$ cat config.mk
export PLATFORM = sky130hd
export DESIGN_NAME = serial_flag_front
export DESIGN_NICKNAME = d
export VERILOG_FILES = /design/src/rtl/sff_pkg.sv /design/src/rtl/sff_bus_decode.sv /design/src/rtl/sff_cfg_regs.sv /design/src/rtl/sff_flag_core.sv /design/src/rtl/sff_data_regs.sv /design/src/rtl/serial_flag_front.sv
export SDC_FILE = /design/constraint.sdc
export NUM_CORES = 1
export LEC_CHECK = 0
export BUFFER_PORTS_ARGS = -buffer_cell sky130_fd_sc_hd__buf_2
export CAP_MARGIN = 10
export CORE_UTILIZATION = 53
export DETAILED_ROUTE_END_ITERATION = 6
export PLACE_DENSITY = 0.88
export REMOVE_ABC_BUFFERS = 1
export SYNTH_ARGS = -nofsm -noshare
export SYNTH_HDL_FRONTEND = slang
export SYNTH_SLANG_ARGS = --single-unit
export TNS_END_PERCENT = 100
$ cat constraint.sdc
create_clock -name clk -period 1.8 [get_ports clk]
set_input_delay 0.18 -clock clk [delete_from_list [all_inputs] [get_ports clk]]
set_output_delay 0.18 -clock clk [all_outputs]
set_load 0.01 [all_outputs]
$ cat src/rtl/sff_pkg.sv
package sff_pkg;

    localparam int BYTE_W = 8;

    // status bit positions
    localparam int B_TXE  = 7;
    localparam int B_RXF  = 6;
    localparam int B_OVR  = 5;
    localparam int B_TEND = 2;
    localparam int B_WBIT = 0;

    localparam logic [BYTE_W-1:0] STAT_RESET  = 8'h84;
    localparam logic [BYTE_W-1:0] STICKY_MASK = 8'hF8;
    localparam logic [BYTE_W-1:0] TX_PAIR     = 8'h84;

    // control bit positions
    localparam int C_TX_EN = 5;
    localparam int C_RX_EN = 4;

    // mode bit positions
    localparam int M_SEVEN    = 6;
    localparam int M_PAR_EN   = 5;
    localparam int M_PAR_ODD  = 4;
    localparam int M_TWO_STOP = 3;

    typedef enum logic [2:0] {
        REG_MODE = 3'd0,
        REG_BAUD = 3'd1,
        REG_CTRL = 3'd2,
        REG_TXD  = 3'd3,
        REG_STAT = 3'd4,
        REG_RXD  = 3'd5
    } reg_sel_e;

    typedef struct packed {
        logic mode_wr;
        logic baud_wr;
        logic ctrl_wr;
        logic txd_wr;
        logic stat_wr;
        logic stat_rd;
        logic rxd_rd;
    } bus_strb_t;

    typedef struct packed {
        logic [3:0] frame_bits;
        logic       parity_en;
        logic       parity_odd;
        logic [1:0] stop_bits;
        logic [6:0] prescale;
    } line_cfg_t;

    function automatic line_cfg_t decode_mode(input logic [BYTE_W-1:0] m);
        line_cfg_t c;
        c.frame_bits = m[M_SEVEN] ? 4'd7 : 4'd8;
        c.parity_en  = m[M_PAR_EN];
        c.parity_odd = m[M_PAR_ODD];
        c.stop_bits  = m[M_TWO_STOP] ? 2'd2 : 2'd1;
        c.prescale   = 7'd1 << {m[1:0], 1'b0};
        return c;
    endfunction

    // sticky bits survive unless read and written 0; bit 0 follows the write
    function automatic logic [BYTE_W-1:0] merge_status(
        input logic [BYTE_W-1:0] cur,
        input logic [BYTE_W-1:0] seen,
        input logic [BYTE_W-1:0] wval
    );
        logic [BYTE_W-1:0] kept;
        kept = cur & (~seen | wval);
        return (kept & STICKY_MASK) | (wval & 8'h01);
    endfunction

endpackage

$ cat src/rtl/sff_bus_decode.sv
module sff_bus_decode
    import sff_pkg::*;
#(
    parameter int ADDR_W = 3
) (
    input  logic              bus_wr,
    input  logic              bus_rd,
    input  logic [ADDR_W-1:0] bus_addr,
    output bus_strb_t         strb
);

    function automatic logic hit(input logic [ADDR_W-1:0] a, input reg_sel_e sel);
        return a == ADDR_W'(sel);
    endfunction

    always_comb begin
        strb         = '0;
        strb.mode_wr = bus_wr && hit(bus_addr, REG_MODE);
        strb.baud_wr = bus_wr && hit(bus_addr, REG_BAUD);
        strb.ctrl_wr = bus_wr && hit(bus_addr, REG_CTRL);
        strb.txd_wr  = bus_wr && hit(bus_addr, REG_TXD);
        strb.stat_wr = bus_wr && hit(bus_addr, REG_STAT);
        strb.stat_rd = bus_rd && hit(bus_addr, REG_STAT);
        strb.rxd_rd  = bus_rd && hit(bus_addr, REG_RXD);
    end

endmodule

$ cat src/rtl/sff_cfg_regs.sv
module sff_cfg_regs
    import sff_pkg::*;
(
    input  logic              clk,
    input  logic              rst,
    input  bus_strb_t         strb,
    input  logic [BYTE_W-1:0] wdata,
    output logic [BYTE_W-1:0] mode_q,
    output logic [BYTE_W-1:0] baud_q,
    output logic [BYTE_W-1:0] ctrl_q,
    output line_cfg_t         cfg,
    output logic              tx_en,
    output logic              rx_en
);

    localparam int NCFG = 3;

    logic [NCFG-1:0]   we;
    logic [BYTE_W-1:0] q [NCFG];

    assign we = {strb.ctrl_wr, strb.baud_wr, strb.mode_wr};

    for (genvar g = 0; g < NCFG; g++) begin : g_cfg
        always_ff @(posedge clk) begin
            if (rst)        q[g] <= '0;
            else if (we[g]) q[g] <= wdata;
        end
    end

    assign mode_q = q[0];
    assign baud_q = q[1];
    assign ctrl_q = q[2];
    assign cfg    = decode_mode(q[0]);
    assign tx_en  = q[2][C_TX_EN];
    assign rx_en  = q[2][C_RX_EN];

    // a written mode byte is what the register holds next cycle
    a_r12_mode_load: assert property (@(posedge clk) disable iff (rst)
        strb.mode_wr |=> (mode_q == $past(wdata)));

endmodule

$ cat src/rtl/sff_flag_core.sv
module sff_flag_core
    import sff_pkg::*;
(
    input  logic              clk,
    input  logic              rst,
    input  bus_strb_t         strb,
    input  logic [BYTE_W-1:0] wdata,
    input  logic              tx_en,
    input  logic              rx_en,
    input  logic              rx_valid,
    output logic [BYTE_W-1:0] flags,
    output logic              rx_take,
    output logic              tx_start
);

    logic [BYTE_W-1:0] seen;
    logic [BYTE_W-1:0] flags_d, seen_d, wval;
    logic              fire;
    logic              rx_evt;

    assign rx_evt = rx_valid && rx_en;

    always_comb begin
        flags_d = flags;
        seen_d  = seen;
        fire    = 1'b0;
        rx_take = 1'b0;
        wval    = tx_en ? wdata : (wdata | TX_PAIR);

        if (strb.stat_rd) seen_d = seen | flags;
        if (strb.rxd_rd)  flags_d[B_RXF] = 1'b0;
        if (strb.txd_wr)  flags_d[B_TEND] = 1'b0;

        if (strb.stat_wr) begin
            flags_d = merge_status(flags, seen, wval);
            seen_d  = seen & wval;
            if (!tx_en) flags_d = flags_d | TX_PAIR;
            if (!flags_d[B_TXE]) begin
                // transmit-end drops with transmit-empty; the hand-off sets both again
                fire    = 1'b1;
                flags_d = flags_d | TX_PAIR;
            end
        end

        if (rx_evt) begin
            if (flags_d[B_RXF]) begin
                flags_d[B_OVR] = 1'b1;
            end else begin
                rx_take        = 1'b1;
                flags_d[B_RXF] = 1'b1;
                seen_d[B_RXF]  = 1'b0;
            end
        end

        // a flag that rises needs a fresh read before it can be cleared
        seen_d = seen_d & ~(flags_d & ~flags);
    end

    always_ff @(posedge clk) begin
        if (rst) begin
            flags    <= STAT_RESET;
            seen     <= '0;
            tx_start <= 1'b0;
        end else begin
            flags    <= flags_d;
            seen     <= seen_d;
            tx_start <= fire;
        end
    end

    a_r2_one_strobe: assert property (@(posedge clk) disable iff (rst)
        $onehot0(strb));

    a_r2_write_never_sets: assert property (@(posedge clk) disable iff (rst)
        (strb.stat_wr && tx_en && !rx_evt) |=>
            ((flags[6:3] & ~$past(flags[6:3])) == 4'b0));

    a_r5_tx_off_pair: assert property (@(posedge clk) disable iff (rst)
        (strb.stat_wr && !tx_en) |=> (flags[B_TXE] && flags[B_TEND]));

    a_r6_start_pulse: assert property (@(posedge clk) disable iff (rst)
        tx_start |=> !tx_start);

    a_r6_start_flags: assert property (@(posedge clk) disable iff (rst)
        tx_start |-> (flags[B_TXE] && flags[B_TEND]));

    a_r7_tend_drop: assert property (@(posedge clk) disable iff (rst)
        strb.txd_wr |=> (!flags[B_TEND] && !tx_start));

    a_r9_overrun: assert property (@(posedge clk) disable iff (rst)
        (rx_evt && flags[B_RXF] && !strb.rxd_rd) |=> flags[B_OVR]);

    a_r11_read_clears: assert property (@(posedge clk) disable iff (rst)
        (strb.rxd_rd && !rx_evt) |=> !flags[B_RXF]);

endmodule

$ cat src/rtl/sff_data_regs.sv
module sff_data_regs
    import sff_pkg::*;
(
    input  logic              clk,
    input  logic              rst,
    input  bus_strb_t         strb,
    input  logic [BYTE_W-1:0] wdata,
    input  logic              rx_take,
    input  logic [BYTE_W-1:0] rx_byte,
    output logic [BYTE_W-1:0] txd_q,
    output logic [BYTE_W-1:0] rxd_q
);

    always_ff @(posedge clk) begin
        if (rst) begin
            txd_q <= '0;
            rxd_q <= '0;
        end else begin
            if (strb.txd_wr) txd_q <= wdata;
            if (rx_take)     rxd_q <= rx_byte;
        end
    end

    // the receive byte only changes on an accepted, non-overrun arrival
    a_r10_rx_hold: assert property (@(posedge clk) disable iff (rst)
        !rx_take |=> $stable(rxd_q));

    a_r8_rx_load: assert property (@(posedge clk) disable iff (rst)
        rx_take |=> (rxd_q == $past(rx_byte)));

endmodule

$ cat src/rtl/serial_flag_front.sv
module serial_flag_front
    import sff_pkg::*;
#(
    parameter int ADDR_W = 3
) (
    input  logic              clk,
    input  logic              rst,
    input  logic              bus_wr,
    input  logic              bus_rd,
    input  logic [ADDR_W-1:0] bus_addr,
    input  logic [7:0]        bus_wdata,
    output logic [7:0]        bus_rdata,
    output logic              tx_start,
    output logic [7:0]        tx_data,
    input  logic              rx_valid,
    input  logic [7:0]        rx_data,
    output logic [3:0]        frame_bits,
    output logic              parity_en,
    output logic              parity_odd,
    output logic [1:0]        stop_bits,
    output logic [6:0]        prescale,
    output logic [7:0]        baud_div
);

    bus_strb_t         strb;
    line_cfg_t         cfg;
    logic [BYTE_W-1:0] mode_q, baud_q, ctrl_q, flags, txd_q, rxd_q;
    logic              tx_en, rx_en, rx_take;

    sff_bus_decode #(.ADDR_W(ADDR_W)) u_dec (
        .bus_wr   (bus_wr),
        .bus_rd   (bus_rd),
        .bus_addr (bus_addr),
        .strb     (strb)
    );

    sff_cfg_regs u_cfg (
        .clk    (clk),
        .rst    (rst),
        .strb   (strb),
        .wdata  (bus_wdata),
        .mode_q (mode_q),
        .baud_q (baud_q),
        .ctrl_q (ctrl_q),
        .cfg    (cfg),
        .tx_en  (tx_en),
        .rx_en  (rx_en)
    );

    sff_flag_core u_flags (
        .clk      (clk),
        .rst      (rst),
        .strb     (strb),
        .wdata    (bus_wdata),
        .tx_en    (tx_en),
        .rx_en    (rx_en),
        .rx_valid (rx_valid),
        .flags    (flags),
        .rx_take  (rx_take),
        .tx_start (tx_start)
    );

    sff_data_regs u_data (
        .clk     (clk),
        .rst     (rst),
        .strb    (strb),
        .wdata   (bus_wdata),
        .rx_take (rx_take),
        .rx_byte (rx_data),
        .txd_q   (txd_q),
        .rxd_q   (rxd_q)
    );

    always_comb begin
        unique case (bus_addr)
            ADDR_W'(REG_MODE): bus_rdata = mode_q;
            ADDR_W'(REG_BAUD): bus_rdata = baud_q;
            ADDR_W'(REG_CTRL): bus_rdata = ctrl_q;
            ADDR_W'(REG_TXD):  bus_rdata = txd_q;
            ADDR_W'(REG_STAT): bus_rdata = flags;
            ADDR_W'(REG_RXD):  bus_rdata = rxd_q;
            default:           bus_rdata = '0;
        endcase
    end

    assign tx_data    = txd_q;
    assign frame_bits = cfg.frame_bits;
    assign parity_en  = cfg.parity_en;
    assign parity_odd = cfg.parity_odd;
    assign stop_bits  = cfg.stop_bits;
    assign prescale   = cfg.prescale;
    assign baud_div   = baud_q;

endmodule

==> results.toml, run 1 <==
[clock_network]
clk_path_buf_depth = 2
post-cts-setup-buffer-count = 0
path_clk_slew_ns = 0.10
cts_tree = "yes"
h-tree-depth = 2
cts_buffers = 5
cts_hold_buf = 0
cts_root_buf = "clkbuf_8"
clock_latency_ns = 0.31
cts_sinks = 54
cts_resized = 0

[pwr]
combPwrFrac_pct = 13.7
p_leak_uw = 0.00130
power_frac_seq_pct = 55.4
sw_frac_of_total_pct = 25.5
p_clk_share_pct = 30.8
p_int_uw = 1840
ir_drop_mv = 0.545
p_per_area_nw_per_um2 = 783
p_sw_uw = 629

[synth]
synthTopCellsByArea = "edfxtp_1 27%, dfxtp_1 22%, and2_1 5.6%"
yosysTopAreaCell = "edfxtp_1"
seq_area_frac_synth_pct = 49.2
synth.ff_latch_count = 54
postSynth.asyncResetShare_pct = 0
synth.distinct_cells = 45
avgSynthCellArea_um2 = 10.1
synth_edf_count = 24
synth_cells = 265
synth_top_area_share_pct = 26.8
synth_warnings = 0
synthFlopType = "dfxtp_1"
syn_area_um2 = 2690

[grt]
grtUsageTotal_pct = 25.2
grt_pass1_wl_um = 9810
grt_max_degree = 29
grt-ovfl-total = 0
antenna_found_initial = 0
grt_pass1_vias = 1965

[route]
dr.first_iter.drc_count = 144
drc = 0
via_count = 2170
dr.pass1.iters = 4
ant_nets = 0
avgRoutedWirePerCell_um = 16.1
via_per_inst = 5.51
wirelength_um = 6340

[layout]
drive_gt1_share_pct = 29.7
syn_to_final_growth_pct = 17.4
utilization_pct = 65.9
multi_input_area_um2 = 1200
seqCellArea_um2 = 1320
antenna_cells = 0
nets = 350
fill_cells = 389
final_common_cell = "buf_2"
final_cell_mix = "60 x buf_2, 30 x dfxtp_1, 25 x nand2_1, 24 x and2_1, 24 x edfxtp_1"

[setup_path]
critical_path.max_fanout = 3
critPathMaxStageDelay_ns = 0.47
path_cells = "mux4_2, inv_1, o22ai_1, buf_2"
start_kind = "flip-flop"
worstSetupEndpoint = "bus_rdata[5]"
ff2ff_setup_slack_ns = 0.52
cp.arrival_ns = 1.55
crit_slowest_cell = "mux4_2"
path_class = "reg -> out"
required_ns = 1.62
ff2ff_path_depth = 5
r2r-end = "u_data.rxd_q[6]$_SDFFE_PP0P_"
end_kind = "output pin"
critPathLaunch = "u_cfg.q[2][5]$_SDFFCE_PN0P_"
regToRegStartpoint = "u_flags.seen[6]$_SDFF_PP0_"

[timing]
period_share_pct = 96.0
hold_viol = 0
setup_tns_ns = 0
clock.fmax_mhz = 579
fin_skew_ns = 0.00759
slew_viol_final = 0
fin_crit_ns = 1.73
finalSetupViolCount = 0
rsz0062_at_grt = "no"

[placement]
portBuffers = 60
place.detailed.hpwl_um = 4710
gp_congestion = 0.840

[floorplanning]
pin_count = 64
initial_core_util_pct = 56.1
core_um2 = 4790
die-height_um = 73.2
dieArea_um2 = 5360
rows = 25
die_w_um = 73.2

[run_status]
status = "complete, no violations"

[hold_path]
min_path_type = "in -> reg"

[job]
maxCapViolations = 0
[cell families after synthesis]
group / count (synthesis) / synth area share, %
DFF: 54 / 49.2
muxes: 23 / 10.2
other: 1 / 0.140
AOI/OAI and AO/OA: 55 / 13.0
buffers and inverters: 31 / 6.52
and+or+nand+nor: 101 / 21.0
[flip-flops by register name, summed over array words and instances, names as in the netlist, named ones only]
name,flops
u_flags.flags,7
u_data.txd_q,8
u_flags.seen,5
u_data.rxd_q,8
u_cfg.q,24
u_flags.tx_start,1
[layer usage]
| layer | wire [um] | vias up | global-route usage [%] |
|---|---|---|---|
| li1 | - | 1049 | - |
| met1 | 2730 | 1026 | 33.2 |
| met4 | 92 | 0 | 6.75 |
| met2 | 3160 | 84 | 42.1 |
| met3 | 363 | 11 | 5.39 |
| met5 | 0 | - | 0 |
[how the worst min path moves through the flow]
stage | start | end | slack, ns | depth (start not counted)
6_report | rx_data[4] | u_data.rxd_q[4]$_SDFFE_PP0P_ | 0.11 | 3
5_1_grt | rx_data[4] | u_data.rxd_q[4]$_SDFFE_PP0P_ | 0.11 | 3
4_1_cts | rx_data[4] | u_data.rxd_q[4]$_SDFFE_PP0P_ | 0.11 | 3
3_5_place_dp | u_flags.seen[4]$_SDFF_PP0_ | u_flags.flags[4]$_SDFF_PP0_ | 0.41 | 1
3_3_place_gp | u_flags.seen[3]$_SDFF_PP0_ | u_flags.flags[3]$_SDFF_PP0_ | 0.40 | 1
2_1_floorplan | rst | flip-flop | 0.25 | 1
[synthesized netlist by cell type (all sizes together) (2+ instances only)]
master  instances
a21o            3
a21oi          20
a221oi          2
a22oi           4
a31oi           3
and2           24
and3            2
buf            17
clkbuf          6
dfxtp          30
edfxtp         24
inv             8
mux2            5
mux2i          15
mux4            3
nand2          25
nand2b         22
nor2           11
nor2b           3
nor3            2
nor4            4
o21a            2
o21ai           8
o22ai           5
[worst max-delay path: cells and delay by family, from the launching register on]
family	cells	cell delay, ns
buffers and inverters	2	0.23
DFF	1	0.45
AOI/OAI and AO/OA	1	0.10
muxes	1	0.47
[power by group through the flow]
stage	sequential [uW]	combinational [uW]	clock, uW
floorplan	1400	155	0
global placement	1390	328	0
detailed placement	1400	337	0
CTS	1370	339	772
global route	1370	368	827
finish	1370	339	762
[area by class of cell]
| class | instances | area share (%) |
|---|---|---|
| Clock buffer | 6 | 2.98 |
| Clock inverter | 2 | 0.437 |
| Inverter | 8 | 0.952 |
| Multi-Input combinational cell | 182 | 38.0 |
| Sequential cell | 54 | 41.9 |
| Tap cell | 67 | 2.66 |
| Timing Repair Buffer | 75 | 13.1 |
[through the flow]
step	area, um2	hold slack, ns	setup WS [ns]	instances	total power (uW)
2_1_floorplan	2550	0.249	0.343	244	1550
3_3_place_gp	3050	0.402	0.178	386	1720
3_5_place_dp	3050	0.409	0.140	386	1730
4_1_cts	3150	0.105	0.0784	394	2480
5_1_grt	3150	0.112	0.000481	394	2570
6_report	3150	0.108	0.0718	394	2470
(Power assumes the default switching activity.)
==> inputs of run 2 (changes only) <==
--- a/config.mk
+++ b/config.mk
@@ -10,7 +10,6 @@
 export CORE_UTILIZATION = 53
 export DETAILED_ROUTE_END_ITERATION = 6
 export PLACE_DENSITY = 0.88
-export REMOVE_ABC_BUFFERS = 1
 export SYNTH_ARGS = -nofsm -noshare
 export SYNTH_HDL_FRONTEND = slang
 export SYNTH_SLANG_ARGS = --single-unit
==> run 2 against run 1 <==
Net effect: combinational power increased by 4%; register-to-register slack about the same; critical path depth decreased by 1; clock power decreased by 12%; largest power group unchanged.
==> results.toml, run 2 (synthesis results as in run 1) <==
[run_status]
status = "complete, no violations"

[layout]
drive_gt1_share_pct = 29.9
largest_reg_flops = 24
design_area_um2 = 3160
final_cell_count_no_fill = 398
utilization_pct = 66.0
top_regs = "u_cfg.q x24, u_data.rxd_q x8, u_data.txd_q x8"
final_common_cell = "buf_2"
nets = 354
fill_cells = 392
seqCellArea_um2 = 1320
regMostFlops = "u_cfg.q"
final_cell_mix = "60 x buf_2, 30 x dfxtp_1, 25 x nand2_1, 24 x and2_1, 24 x edfxtp_1"
multi_input_area_um2 = 1200
antenna_cells = 0
syn_to_final_growth_pct = 17.6

[clock_network]
path_clk_slew_ns = 0.09
cts_hold_buf = 0
cts_resized = 0
clk_path_buf_depth = 2
cts_root_buf = "clkbuf_8"
post-cts-setup-buffer-count = 0
cts_tree = "yes"
cts_sinks = 54
clock_latency_ns = 0.32
h-tree-depth = 2
cts_buffers = 5

[setup_path]
path_cells = "mux4_2, a22o_1, buf_2"
critPathMaxStageDelay_ns = 0.46
required_ns = 1.62
path_buf_inv = 1
start_kind = "flip-flop"
crit_slowest_cell = "mux4_2"
cp_top_family = "multiplexers"
r2r-end = "u_data.rxd_q[5]$_SDFFE_PP0P_"
critical_path.max_fanout = 2
ff2ff_setup_slack_ns = 0.51
crit_cells = 3
cp.arrival_ns = 1.57
ff2ff_path_depth = 5
end_kind = "output pin"
path_class = "reg -> out"
regToRegStartpoint = "u_flags.seen[6]$_SDFF_PP0_"

[pwr]
p_per_area_nw_per_um2 = 757
ir_drop_mv = 0.627
p_leak_uw = 0.00130

[timing]
worst_pin_slew_ns = 0.665
clock.fmax_mhz = 572
fin_skew_ns = 0.00719
hold_viol = 0
slew_viol_final = 0
slew_headroom_pct = 55.3
finalSetupViolCount = 0
period_share_pct = 97.1
fin_crit_ns = 1.75

[placement]
gp_congestion = 0.901
place_area_um2 = 3060
portBuffers = 60
place.detailed.hpwl_um = 4790
dp.cells = 388

[route]
top_layer_used = "met4"
ant_nets = 0
wirelength_um = 6630
avgRoutedWirePerCell_um = 16.7
via_count = 2273
drc = 0
dr.pass1.iters = 5
dr_wl_met3_um = 624
dr.first_iter.drc_count = 190
wl_met2_um = 3080
wl_met1_um = 2820
via_per_inst = 5.71

[grt]
grt_max_degree = 32
grt_pass1_wl_um = 10200
grtUsageTotal_pct = 26.3
antenna_found_initial = 0
grt-ovfl-total = 0
grt_pass1_vias = 2037

[floorplanning]
rows = 25
die_w_um = 73.2
core_um2 = 4790
dieArea_um2 = 5360
pin_count = 64
die-height_um = 73.2
initial_core_util_pct = 56.1

[hold_path]
worstHoldStart = "bus_wdata[2]"
min_path_type = "in -> reg"
hold_depth = 3
min_to = "u_data.txd_q[2]$_SDFFE_PP0P_"

[job]
maxCapViolations = 0
## run 2: cell types whose count changed in the layout (fill, tap and decap cells not counted), sizes merged
| cell | delta |
|---|---|
| inv | -1 |
| buf | +4 |
| clkbuf | +1 |
## run 2: how the worst max path moves through the flow
stage | slack [ns] | startpoint | to
floorplan | 0.40 | rst | u_cfg.q[1][0]$_SDFFCE_PN0P_
global placement | 0.18 | bus_addr[1] | u_cfg.q[2][4]$_SDFFCE_PN0P_
CTS | 0.06 | u_cfg.q[0][1]$_SDFFCE_PN0P_ | bus_rdata[1]
detailed placement | 0.14 | bus_addr[1] | u_cfg.q[2][4]$_SDFFCE_PN0P_
finish | 0.05 | u_cfg.q[1][7]$_SDFFCE_PN0P_ | bus_rdata[7]
global route | -0.009 | u_cfg.q[0][1]$_SDFFCE_PN0P_ | bus_rdata[1]
## run 2: final cells by class
type | count | share of cell area (%)
well taps | 67 | 2.65
flip-flops and latches | 54 | 41.8
clock inverters | 1 | 0.238
repair buffers | 79 | 14.0
inverters | 8 | 0.950
clock buffers | 7 | 2.42
multi-input cells | 182 | 37.9
## run 2: layer usage
layer	global-route usage, %	up-vias
li1	-	1050
met4	12.4	0
met5	0	-
met3	5.66	8
met1	36.0	1081
met2	39.9	134
## run 2: through the flow
stage	hold slack (ns)	setup slack (ns)	TNS, ns	power (uW)
after floorplan	0.316	0.397	0	1610
after global placement	0.403	0.182	0	1730
after detailed placement	0.423	0.143	0	1740
after CTS	0.109	0.0645	0	2390
after global routing	0.126	-0.00906	-0.00906	2470
final	0.116	0.0526	0	2390
## run 2: power by group
part / switching (uW) / internal, uW
sequential: 36.1 / 1330
combinational: 197 / 154
clock: 396 / 276
## run 2: worst register-to-register path: stages, from the launching register on
cell and delay, ns:
dfxtp_1 0.40, nand2b_1 0.08, o221ai_2 0.20, and2b_1 0.15, buf_4 0.18, mux2i_1 0.21
==> inputs of run 3 (changes only) <==
--- a/config.mk
+++ b/config.mk
@@ -5,6 +5,7 @@
 export SDC_FILE = /design/constraint.sdc
 export NUM_CORES = 1
 export LEC_CHECK = 0
+export ABC_AREA = 1
 export BUFFER_PORTS_ARGS = -buffer_cell sky130_fd_sc_hd__buf_2
 export CAP_MARGIN = 10
 export CORE_UTILIZATION = 53
==> run 3 against run 2 <==
Net effect: die area down 3.2%; utilization shrank 2.5 points; clock-buffer cell count shrank 1; clock power grew 8.8%; synthesized cell count grew 22%; sequential share of layout area increased by 2.2 points; combinational power is 8.8% lower; fmax increased by 14%; sequential cell count is the same; critical endpoint is now bus_rdata[5]; largest power group unchanged.
==> results.toml, run 3 <==
[synth]
syn_area_um2 = 2600
synth_top_area_share_pct = 27.7
synth_edf_count = 24
synth_warnings = 0
synthTopCellsByCount = "53 x nand2_1, 52 x nor2_1, 47 x inv_1"
avgSynthCellArea_um2 = 8.07
yosysMostFrequentCell = "nand2_1"
synth.ff_latch_count = 54
seq_area_frac_synth_pct = 50.8
synth.distinct_cells = 33
yosysTopAreaCell = "edfxtp_1"
synthTopCellsByArea = "edfxtp_1 28%, dfxtp_1 23%, nand2_1 7.7%"
postSynth.asyncResetShare_pct = 0
synthFlopType = "dfxtp_1"
synth_cells = 322

[floorplanning]
pin_count = 64
core_um2 = 4720
dieArea_um2 = 5190
die-height_um = 72.0
initial_core_util_pct = 55.0
rows = 25
die_w_um = 72.0

[setup_path]
cp.arrival_ns = 1.36
crit_slowest_cell = "nor2_2"
critPathMaxStageDelay_ns = 0.20
end_kind = "output pin"
path_buf_inv = 4
crit_cells = 9
regToRegStartpoint = "u_flags.seen[6]$_SDFF_PP0_"
required_ns = 1.62
r2r-end = "u_data.rxd_q[6]$_SDFFE_PP0P_"
start_kind = "input port"
crit_path_frequent_cell = "buf_2"
cp_top_family = "buffers and inverters"
ff2ff_setup_slack_ns = 0.58
critical_path.max_fanout = 10
ff2ff_path_depth = 7
path_cells = "buf_2, nor2_2, nand2_2, inv_2, nand2_1, o21ai_0, inv_1, nand4_1, buf_2"
path_class = "in -> out"

[route]
dr.pass1.iters = 5
via_per_inst = 5.38
ant_nets = 0
drc = 0
via_count = 2410
dr.first_iter.drc_count = 261
wirelength_um = 6480
avgRoutedWirePerCell_um = 14.5

[timing]
slew_headroom_pct = 66.8
period_share_pct = 85.4
rsz0062_at_grt = "no"
clock.fmax_mhz = 650
setup_tns_ns = 0
hold_slack_ns = 0.135
fin_crit_ns = 1.54
worst_pin_slew_ns = 0.496
hold_viol = 0
finalSetupViolCount = 0
slew_viol_final = 0
fin_skew_ns = 0.0132

[clock_network]
post-cts-setup-buffer-count = 0
cts_tree = "yes"
h-tree-depth = 2
cts_sinks = 54
cts_root_buf = "clkbuf_8"
clock_latency_ns = 0.32
path_clk_slew_ns = 0.10
cts_hold_buf = 0
cts_resized = 0
cts_buffers = 5
clk_path_buf_depth = 2

[placement]
portBuffers = 60
place.detailed.hpwl_um = 4710
place_area_um2 = 2900
gp_congestion = 0.946

[pwr]
ir_drop_mv = 0.497
p_leak_uw = 0.00136
power_frac_seq_pct = 56.7
sw_frac_of_total_pct = 27.2
totalPowerFinal_uw = 2420
p_clk_share_pct = 30.1
p_per_area_nw_per_um2 = 808
p_sw_uw = 660
p_int_uw = 1760
combPwrFrac_pct = 13.2

[layout]
final_common_cell = "buf_2"
syn_to_final_growth_pct = 15.5
top_regs = "u_cfg.q x24, u_data.rxd_q x8, u_data.txd_q x8"
regMostFlops = "u_cfg.q"
final_cell_mix = "60 x buf_2, 53 x nand2_1, 52 x nor2_1, 47 x inv_1, 30 x dfxtp_1"
largest_reg_flops = 24
nets = 404
antenna_cells = 0
design_area_um2 = 3000
fill_cells = 409
drive_gt1_share_pct = 23.6

[grt]
antenna_found_initial = 0
grt_max_degree = 26
grtUsageTotal_pct = 26.2
grt_pass1_vias = 2122
grt_pass1_wl_um = 10200
grt-ovfl-total = 0

[job]
maxCapViolations = 0

[hold_path]
hold_depth = 3
min_to = "u_data.txd_q[5]$_SDFFE_PP0P_"
min_path_type = "in -> reg"
worstHoldStart = "bus_wdata[5]"

[run_status]
status = "complete, no violations"
==> run 3: how the worst max path moves through the flow <==
stage,from,end,slack [ns]
floorplan,bus_addr[0],u_cfg.q[0][0]$_SDFFCE_PN0P_,0.35
global placement,bus_addr[0],u_cfg.q[2][4]$_SDFFCE_PN0P_,0.34
detailed placement,bus_addr[0],bus_rdata[5],0.29
CTS,bus_addr[0],bus_rdata[5],0.29
global route,bus_addr[1],bus_rdata[5],0.13
finish,bus_addr[0],bus_rdata[5],0.26
==> run 3: power by group through the flow <==
stage	logic (uW)	registers (uW)	clock network (uW)
after CTS	319	1370	732
after global placement	308	1400	0
after detailed placement	317	1400	0
after global routing	353	1380	775
final	320	1370	731
after floorplan	196	1400	0
==> run 3: cell type report <==
class	instances	area, um2	share of cell area, %
sequential	54	1320	44.0
timing repair buffer	63	323	10.8
tap	67	83.8	2.79
inverter	54	205	6.84
clock buffer	6	82.6	2.75
multi-input combinational	202	968	32.3
clock inverter	2	17.5	0.584
==> run 3: kinds of logic after synthesis <==
group	count (synthesis)	share of synthesized area, %
buffers and inverters	68	12.2
other	1	0.144
AND/OR/NAND/NOR	146	25.5
flip-flops	54	50.8
AO/OA/AOI/OAI	53	11.3
==> run 3: through the flow <==
step / utilization (%) / std cells / setup WS, ns
5_1_grt: 63.5 / 448 / 0.128
4_1_cts: 63.5 / 448 / 0.293
3_3_place_gp: 61.4 / 440 / 0.343
2_1_floorplan: - / 324 / 0.348
3_5_place_dp: 61.4 / 440 / 0.289
6_report: 63.5 / 448 / 0.262
==> run 3: per-layer routing <==
layer / GRT usage [%] / part of all wire [%]
met5: 0 / 0
met2: 43.2 / 49
met1: 34.4 / 41
met3: 5.69 / 8.8
met4: 9.37 / 2.0
==> run 3: worst reg2reg max path: cells and delay by family, from the launching register on <==
| family | cells | cell delay, ns |
|---|---|---|
| buffers and inverters | 1 | 0.05 |
| flip-flops | 1 | 0.35 |
| AND/OR/NAND/NOR | 6 | 0.73 |
